--- src/rtl/resel_pkg.sv ---
package resel_pkg;

  typedef enum logic [2:0] {
    RS_IDLE,
    RS_STREAM,
    RS_PARK,
    RS_ASK,
    RS_BURST
  } rs_state_e;

  localparam int FRAC_CODES = 3;

endpackage

--- src/rtl/resel_thresh.sv ---
module resel_thresh #(
  parameter int FIFO_BYTES = 16384,
  parameter int LEN_W      = 24,
  parameter int LVL_W      = $clog2(FIFO_BYTES) + 1
) (
  input  logic             dir_rd_i,
  input  logic [1:0]       frac_i,
  input  logic [LEN_W-1:0] rem_i,
  input  logic [LVL_W-1:0] level_i,
  output logic             hit_o
);
  import resel_pkg::*;

  logic [LEN_W-1:0] thr_tab [FRAC_CODES];
  logic [LEN_W-1:0] thr;
  logic [LEN_W-1:0] need;
  logic [LEN_W-1:0] avail;

  // entry k holds FIFO_BYTES >> (3-k): 1/8, 1/4, 1/2
  for (genvar k = 0; k < FRAC_CODES; k++) begin : g_thr
    assign thr_tab[k] = LEN_W'(FIFO_BYTES >> (FRAC_CODES - k));
  end

  always_comb begin
    case (frac_i)
      2'b00:   thr = thr_tab[0];
      2'b01:   thr = thr_tab[1];
      default: thr = thr_tab[2];
    endcase
    need  = (rem_i < thr) ? rem_i : thr;
    avail = dir_rd_i ? LEN_W'(level_i)
                     : LEN_W'(FIFO_BYTES) - LEN_W'(level_i);
    hit_o = (rem_i != '0) && (avail >= need);
  end

endmodule

--- src/rtl/resel_burst_dec.sv ---
module resel_burst_dec #(
  parameter int LEN_W      = 24,
  parameter int BURST_UNIT = 512
) (
  input  logic [1:0]       code_i,
  output logic [LEN_W-1:0] size_o,
  output logic             ok_o
);
  always_comb begin
    ok_o = 1'b1;
    case (code_i)
      2'b11:   size_o = LEN_W'(BURST_UNIT);
      2'b10:   size_o = LEN_W'(2 * BURST_UNIT);
      2'b00:   size_o = LEN_W'(4 * BURST_UNIT);
      default: begin
        size_o = '0;
        ok_o   = 1'b0;
      end
    endcase
  end

endmodule

--- src/rtl/resel_down_ctr.sv ---
module resel_down_ctr #(
  parameter int W = 24
) (
  input  logic         clk,
  input  logic         rst_n,
  input  logic         load_i,
  input  logic [W-1:0] val_i,
  input  logic         dec_i,
  output logic [W-1:0] cnt_o
);
  always_ff @(posedge clk) begin
    if (!rst_n)                     cnt_o <= '0;
    else if (load_i)                cnt_o <= val_i;
    else if (dec_i && cnt_o != '0)  cnt_o <= cnt_o - W'(1);
  end

endmodule

--- src/rtl/resel_burst_ctl.sv ---
module resel_burst_ctl #(
  parameter int FIFO_BYTES = 16384,
  parameter int LEN_W      = 24,
  parameter int BURST_UNIT = 512,
  parameter int LVL_W      = $clog2(FIFO_BYTES) + 1
) (
  input  logic             clk,
  input  logic             rst_n,
  input  logic             start_i,
  input  logic             dir_rd_i,
  input  logic [LEN_W-1:0] xfer_len_i,
  input  logic [1:0]       frac_sel_i,
  input  logic [1:0]       burst_sel_i,
  input  logic             disc_priv_i,
  input  logic             disc_dis_i,
  input  logic [LVL_W-1:0] fifo_level_i,
  input  logic             host_byte_i,
  input  logic             resel_ready_i,
  output logic             resel_valid_o,
  output logic [LEN_W-1:0] burst_bytes_o,
  output logic             connected_o,
  output logic             done_o
);
  import resel_pkg::*;

  localparam logic [LEN_W-1:0] ONE = LEN_W'(1);

  rs_state_e        state_q, state_d;
  logic             dir_q;
  logic [1:0]       frac_q;
  logic [LEN_W-1:0] bsize_q;
  logic [LEN_W-1:0] rem;
  logic [LEN_W-1:0] bcnt;
  logic [LEN_W-1:0] bsize_new;
  logic             bcode_ok;
  logic             hit;
  logic             rem_load, rem_dec, b_load, b_dec, done_d;
  logic             accept;
  logic             disc_ok;
  logic [LEN_W-1:0] b_first;

  resel_burst_dec #(.LEN_W(LEN_W), .BURST_UNIT(BURST_UNIT)) u_dec (
    .code_i (burst_sel_i),
    .size_o (bsize_new),
    .ok_o   (bcode_ok)
  );

  resel_thresh #(.FIFO_BYTES(FIFO_BYTES), .LEN_W(LEN_W), .LVL_W(LVL_W)) u_thr (
    .dir_rd_i (dir_q),
    .frac_i   (frac_q),
    .rem_i    (rem),
    .level_i  (fifo_level_i),
    .hit_o    (hit)
  );

  resel_down_ctr #(.W(LEN_W)) u_rem (
    .clk    (clk),
    .rst_n  (rst_n),
    .load_i (rem_load),
    .val_i  (xfer_len_i),
    .dec_i  (rem_dec),
    .cnt_o  (rem)
  );

  resel_down_ctr #(.W(LEN_W)) u_bcnt (
    .clk    (clk),
    .rst_n  (rst_n),
    .load_i (b_load),
    .val_i  (b_first),
    .dec_i  (b_dec),
    .cnt_o  (bcnt)
  );

  assign accept  = (state_q == RS_IDLE) && start_i;
  assign disc_ok = disc_priv_i && !disc_dis_i && bcode_ok;
  assign b_first = (bsize_q < rem) ? bsize_q : rem;

  always_comb begin
    state_d  = state_q;
    rem_load = 1'b0;
    rem_dec  = 1'b0;
    b_load   = 1'b0;
    b_dec    = 1'b0;
    done_d   = 1'b0;
    case (state_q)
      RS_IDLE: begin
        if (start_i) begin
          if (xfer_len_i == '0) begin
            done_d = 1'b1;
          end else begin
            rem_load = 1'b1;
            state_d  = disc_ok ? RS_PARK : RS_STREAM;
          end
        end
      end
      RS_STREAM: begin
        if (host_byte_i) begin
          rem_dec = 1'b1;
          if (rem == ONE) begin
            state_d = RS_IDLE;
            done_d  = 1'b1;
          end
        end
      end
      RS_PARK: begin
        if (hit) begin
          b_load  = 1'b1;
          state_d = RS_ASK;
        end
      end
      RS_ASK: begin
        if (resel_ready_i) state_d = RS_BURST;
      end
      RS_BURST: begin
        if (host_byte_i) begin
          rem_dec = 1'b1;
          b_dec   = 1'b1;
          if (bcnt == ONE) begin
            if (rem == ONE) begin
              state_d = RS_IDLE;
              done_d  = 1'b1;
            end else begin
              state_d = RS_PARK;
            end
          end
        end
      end
      default: state_d = RS_IDLE;
    endcase
  end

  always_ff @(posedge clk) begin
    if (!rst_n) begin
      state_q <= RS_IDLE;
      done_o  <= 1'b0;
      dir_q   <= 1'b0;
      frac_q  <= 2'b00;
      bsize_q <= '0;
    end else begin
      state_q <= state_d;
      done_o  <= done_d;
      if (accept) begin
        dir_q   <= dir_rd_i;
        frac_q  <= frac_sel_i;
        bsize_q <= bsize_new;
      end
    end
  end

  assign resel_valid_o = (state_q == RS_ASK);
  assign connected_o   = (state_q == RS_STREAM) || (state_q == RS_BURST);

  always_comb begin
    case (state_q)
      RS_STREAM:        burst_bytes_o = rem;
      RS_ASK, RS_BURST: burst_bytes_o = bcnt;
      default:          burst_bytes_o = '0;
    endcase
  end

endmodule

--- config.mk ---
export PLATFORM = sky130hd
export DESIGN_NAME = resel_burst_ctl
export DESIGN_NICKNAME = d
export VERILOG_FILES = /design/src/rtl/resel_pkg.sv /design/src/rtl/resel_thresh.sv /design/src/rtl/resel_burst_dec.sv /design/src/rtl/resel_down_ctr.sv /design/src/rtl/resel_burst_ctl.sv
export SDC_FILE = /design/constraint.sdc
export NUM_CORES = 1
export LEC_CHECK = 0
export ABC_CLOCK_PERIOD_IN_PS = 9800
export BUFFER_PORTS_ARGS = -buffer_cell sky130_fd_sc_hd__buf_2
export CAP_MARGIN = 10
export CORE_ASPECT_RATIO = 2
export CORE_MARGIN = 8
export CORE_UTILIZATION = 38
export DETAILED_ROUTE_END_ITERATION = 10
export GPL_TIMING_DRIVEN = 0
export HOLD_SLACK_MARGIN = 0.15
export RECOVER_POWER = 50
export SLEW_MARGIN = 15
export SYNTH_ARGS = -nofsm -noshare
export SYNTH_HDL_FRONTEND = slang
export SYNTH_SLANG_ARGS = --single-unit
--- constraint.sdc ---
create_clock -name clk -period 9.8 [get_ports clk]
set_clock_uncertainty 0.05 [all_clocks]
set_input_delay 1.96 -clock clk [delete_from_list [all_inputs] [get_ports clk]]
set_output_delay 1.96 -clock clk [all_outputs]
set_load 0.005 [all_outputs]
==> results.cfg <==
[power]
irDropWorstVdd_mv = 0.133
post-layout-total-power_w = 0.00114
power.leakage_nw = 2.23
power_density_mw_per_mm2 = 208

[clock_network]
clock_path_buffers = 2
maximum_level_of_the_cts_h_tree = 3
cts.hold.buffers_added = 0
clock_tree_from_tritoncts = done
numCtsBuffers = 9
cts.sinks = 58
path_clk_slew_ns = 0.06
cts.root.buffer_cell = clkbuf_16
worst_skew_pair.late_latency_ns = 0.34
postcts_setup_bufs = 0
cts_resized = 0

[worst_setup_path]
worst_setup_path_end_kind = flip-flop
critical_path.max_stage_delay_ns = 0.87
timing.critical_path.cells = buf_2 > nor4_1 > nor4b_1 > a21oi_1 > ha_1 > a21oi_1 > o21ai_0 > a221o_1 > a41oi_1 > a21oi_1 > and3_1 > a211o_1
crit_slowest_cell = nor4b_1
path_buf_inv = 1
path_class = in2reg
worstPathArrival_ns = 6.10
timing.critical_path.fanout_max = 9
worstSetupStartpointType = primary input
worstPathRequired_ns = 9.98
gate_family_responsible_for_the_most_delay_along_the_worst_path = compound AO/OA/AOI/OAI gates
critPathMostFrequentCell = a21oi_1

[global_route]
via_count_of_the_first_global_routing_pass = 5136
grt-ovfl-total = 0
grt_start_max_net_pins = 12
grt_pass1_wl_um = 26700
antenna_violations_before_repair = 0
grtUsageTotal_pct = 21.5

[run]
timing.max_cap.violations = 0

[worst_hold_path]
timing.hold.worst.class = reg2reg

[timing]
worst_hold_slack_ns = 0.456
timing.final.setup_violations = 0
final_hold_viol_count = 0
maxSlewHeadroom_pct = 32.3
grt_setup_unrepaired = false
timing_max_transition_violations_final = 0
worst_pin_slew_ns = 1.00
fin_setup_tns_ns = 0
period_share_pct = 60.4
finalCriticalPeriod_ns = 5.92
max_freq_ghz = 0.169

[cells_and_area]
antennaDiodeCount = 0
final_cell_count_no_fill = 849
layout.nets = 784
layout.filler_cells = 1194
area_growth_from_synthesis_to_layout_pct = 20.2
share_of_cells_above_drive_strength_1_pct = 15.6

[synthesis]
synth-edff-count = 0
synth_area_per_cell_um2 = 7.58
synth_async_sr_flop_share_pct = 0
ys_types = 68
synth-main-ff-cell = dfxtp_1
syn-cell-area_mm2 = 0.00456
syn-instance-count = 602
yosysWarnings = 0
post_synthesis_sequential_area_ratio_pct = 25.5
yosys_register_bits = 58

[routing]
drtIter0Drc = 347
routed_wire_length_per_instance_um = 19.9
dr.max_layer_used = met4
drc_errors = 0
met3_wirelength_um = 939
detailroute.via_count = 5144
wirelength_met1_um = 6360
ant_nets = 0
first_pass_iters = 5
met2RoutedLength_um = 8530
wl_um = 16900
post_drt_via_cell_ratio = 6.06

[floorplanning]
initial_core_util_pct = 39.0
die_x_um = 93.5
pin_count = 78
placement_rows = 56
floorplan.die_area_mm2 = 0.0160
core_area_mm2 = 0.0117
die_h_um = 171

[placed_design]
gp_congestion = 0.936
hpwlAfterDp_um = 13200
place.port_buffers = 77
placed_cells_incl_taps = 833

[outcome]
status = finished clean
[worst paths after layout]
kind	to	slack [ns]	start	depth (start not counted)
min	frac_q[0]	0.46	frac_q[0]	2
max reg2reg	u_bcnt.cnt_o[23]	4.82	u_rem.cnt_o[14]	13
max	u_bcnt.cnt_o[7]	3.88	fifo_level_i[3]	12
min reg2reg	frac_q[0]	0.46	frac_q[0]	2
[report_power, final]
group / leakage, nW / switching, W / internal (W)
Sequential: 0.473 / 0.0000478 / 0.000267
Combinational: 1.60 / 0.000297 / 0.000175
Clock: 0.159 / 0.000124 / 0.000230
Total: 2.23 / 0.000468 / 0.000671
[layout make-up]
| class | instances | area (um^2) | share of cell area, % |
|---|---|---|---|
| multi-input cells | 504 | 3250 | 59.2 |
| flip-flops and latches | 58 | 1160 | 21.2 |
| repair buffers | 77 | 377 | 6.87 |
| clock buffers | 10 | 239 | 4.36 |
| well taps | 145 | 181 | 3.31 |
| plain buffers | 33 | 129 | 2.35 |
| clock inverters | 6 | 90.1 | 1.64 |
| inverters | 16 | 60.1 | 1.10 |
[state kept, by name, indices dropped and copies added (netlist names)]
register	cells
done_o	1
u_rem.cnt_o	24
bsize_q	3
frac_q	2
state_q	3
u_bcnt.cnt_o	24
dir_q	1
[cells in the mapped netlist (6+ instances only)]
cell,n,share of area [%]
a311oi_1,6,1.2
a22o_1,24,4.6
nor4_1,12,1.6
a21oi_1,61,6.7
o21ai_0,32,3.5
dfxtp_1,58,25
nand4_1,6,0.82
nand3_1,12,1.3
nor2_1,60,4.9
nor3_1,30,3.3
xor2_1,21,4.0
inv_1,15,1.2
clkbuf_1,28,2.3
nand2b_1,6,0.82
nand2_1,60,4.9
and2_1,6,0.82
ha_1,34,9.3
xnor2_1,8,1.5
nand3b_1,6,0.99
a31oi_1,9,1.2
or3_1,7,0.96
[through the flow]
stage                     area [um^2]  worst slack [ns]  utilization (%)
final                            5480              3.88             46.9
after global routing             5480              3.45             46.9
after CTS                        5500              3.96             47.0
after detailed placement         5170              3.60             44.2
after global placement           5160              3.63             44.1
after floorplan                  4600              4.62                -
[worst register-to-register path, stage by stage (launching register included)]
cell      delay, ns
dfxtp_1        0.39
or4_4          0.61
or4b_4         0.55
nor3_1         0.61
clkbuf_1       0.37
nand2_1        0.11
ha_1           0.31
nand2_1        0.07
o31ai_1        0.39
a41oi_1        0.32
o21ai_2        0.47
buf_2          0.32
a21oi_1        0.09
a31o_2         0.22
[layout by cell type (no fill, tap or decap), types with 15 or more instances in the layout]
master	synthesis	layout
nor2_1	60	60
a21oi_1	61	62
inv_1	15	15
ha_1	34	34
xor2_1	21	21
nor3_1	30	30
a22o_1	24	24
nand2_1	60	60
dfxtp_1	58	58
clkbuf_1	28	36
buf_2	5	74
o21ai_0	32	33
[logic make-up after synthesis]
logic type                 after synthesis  synth area share [%]
and+or+nand+nor                        228                  24.6
AOI/OAI and AO/OA                      196                  29.1
DFF                                     58                  25.5
buffers and inverters                   49                  4.17
adders and majority gates               34                  9.33
xor gates and xnor gates                29                  5.57
muxes                                    7                  1.65
other                                    1                0.0822
[layer usage]
metal  up-vias  GRT usage [%]
li1       2451              -
met1      2426           21.8
met2       212           37.8
met3        55           4.04
met4         0           15.8
met5         -              0
(Power assumes the default switching activity.)
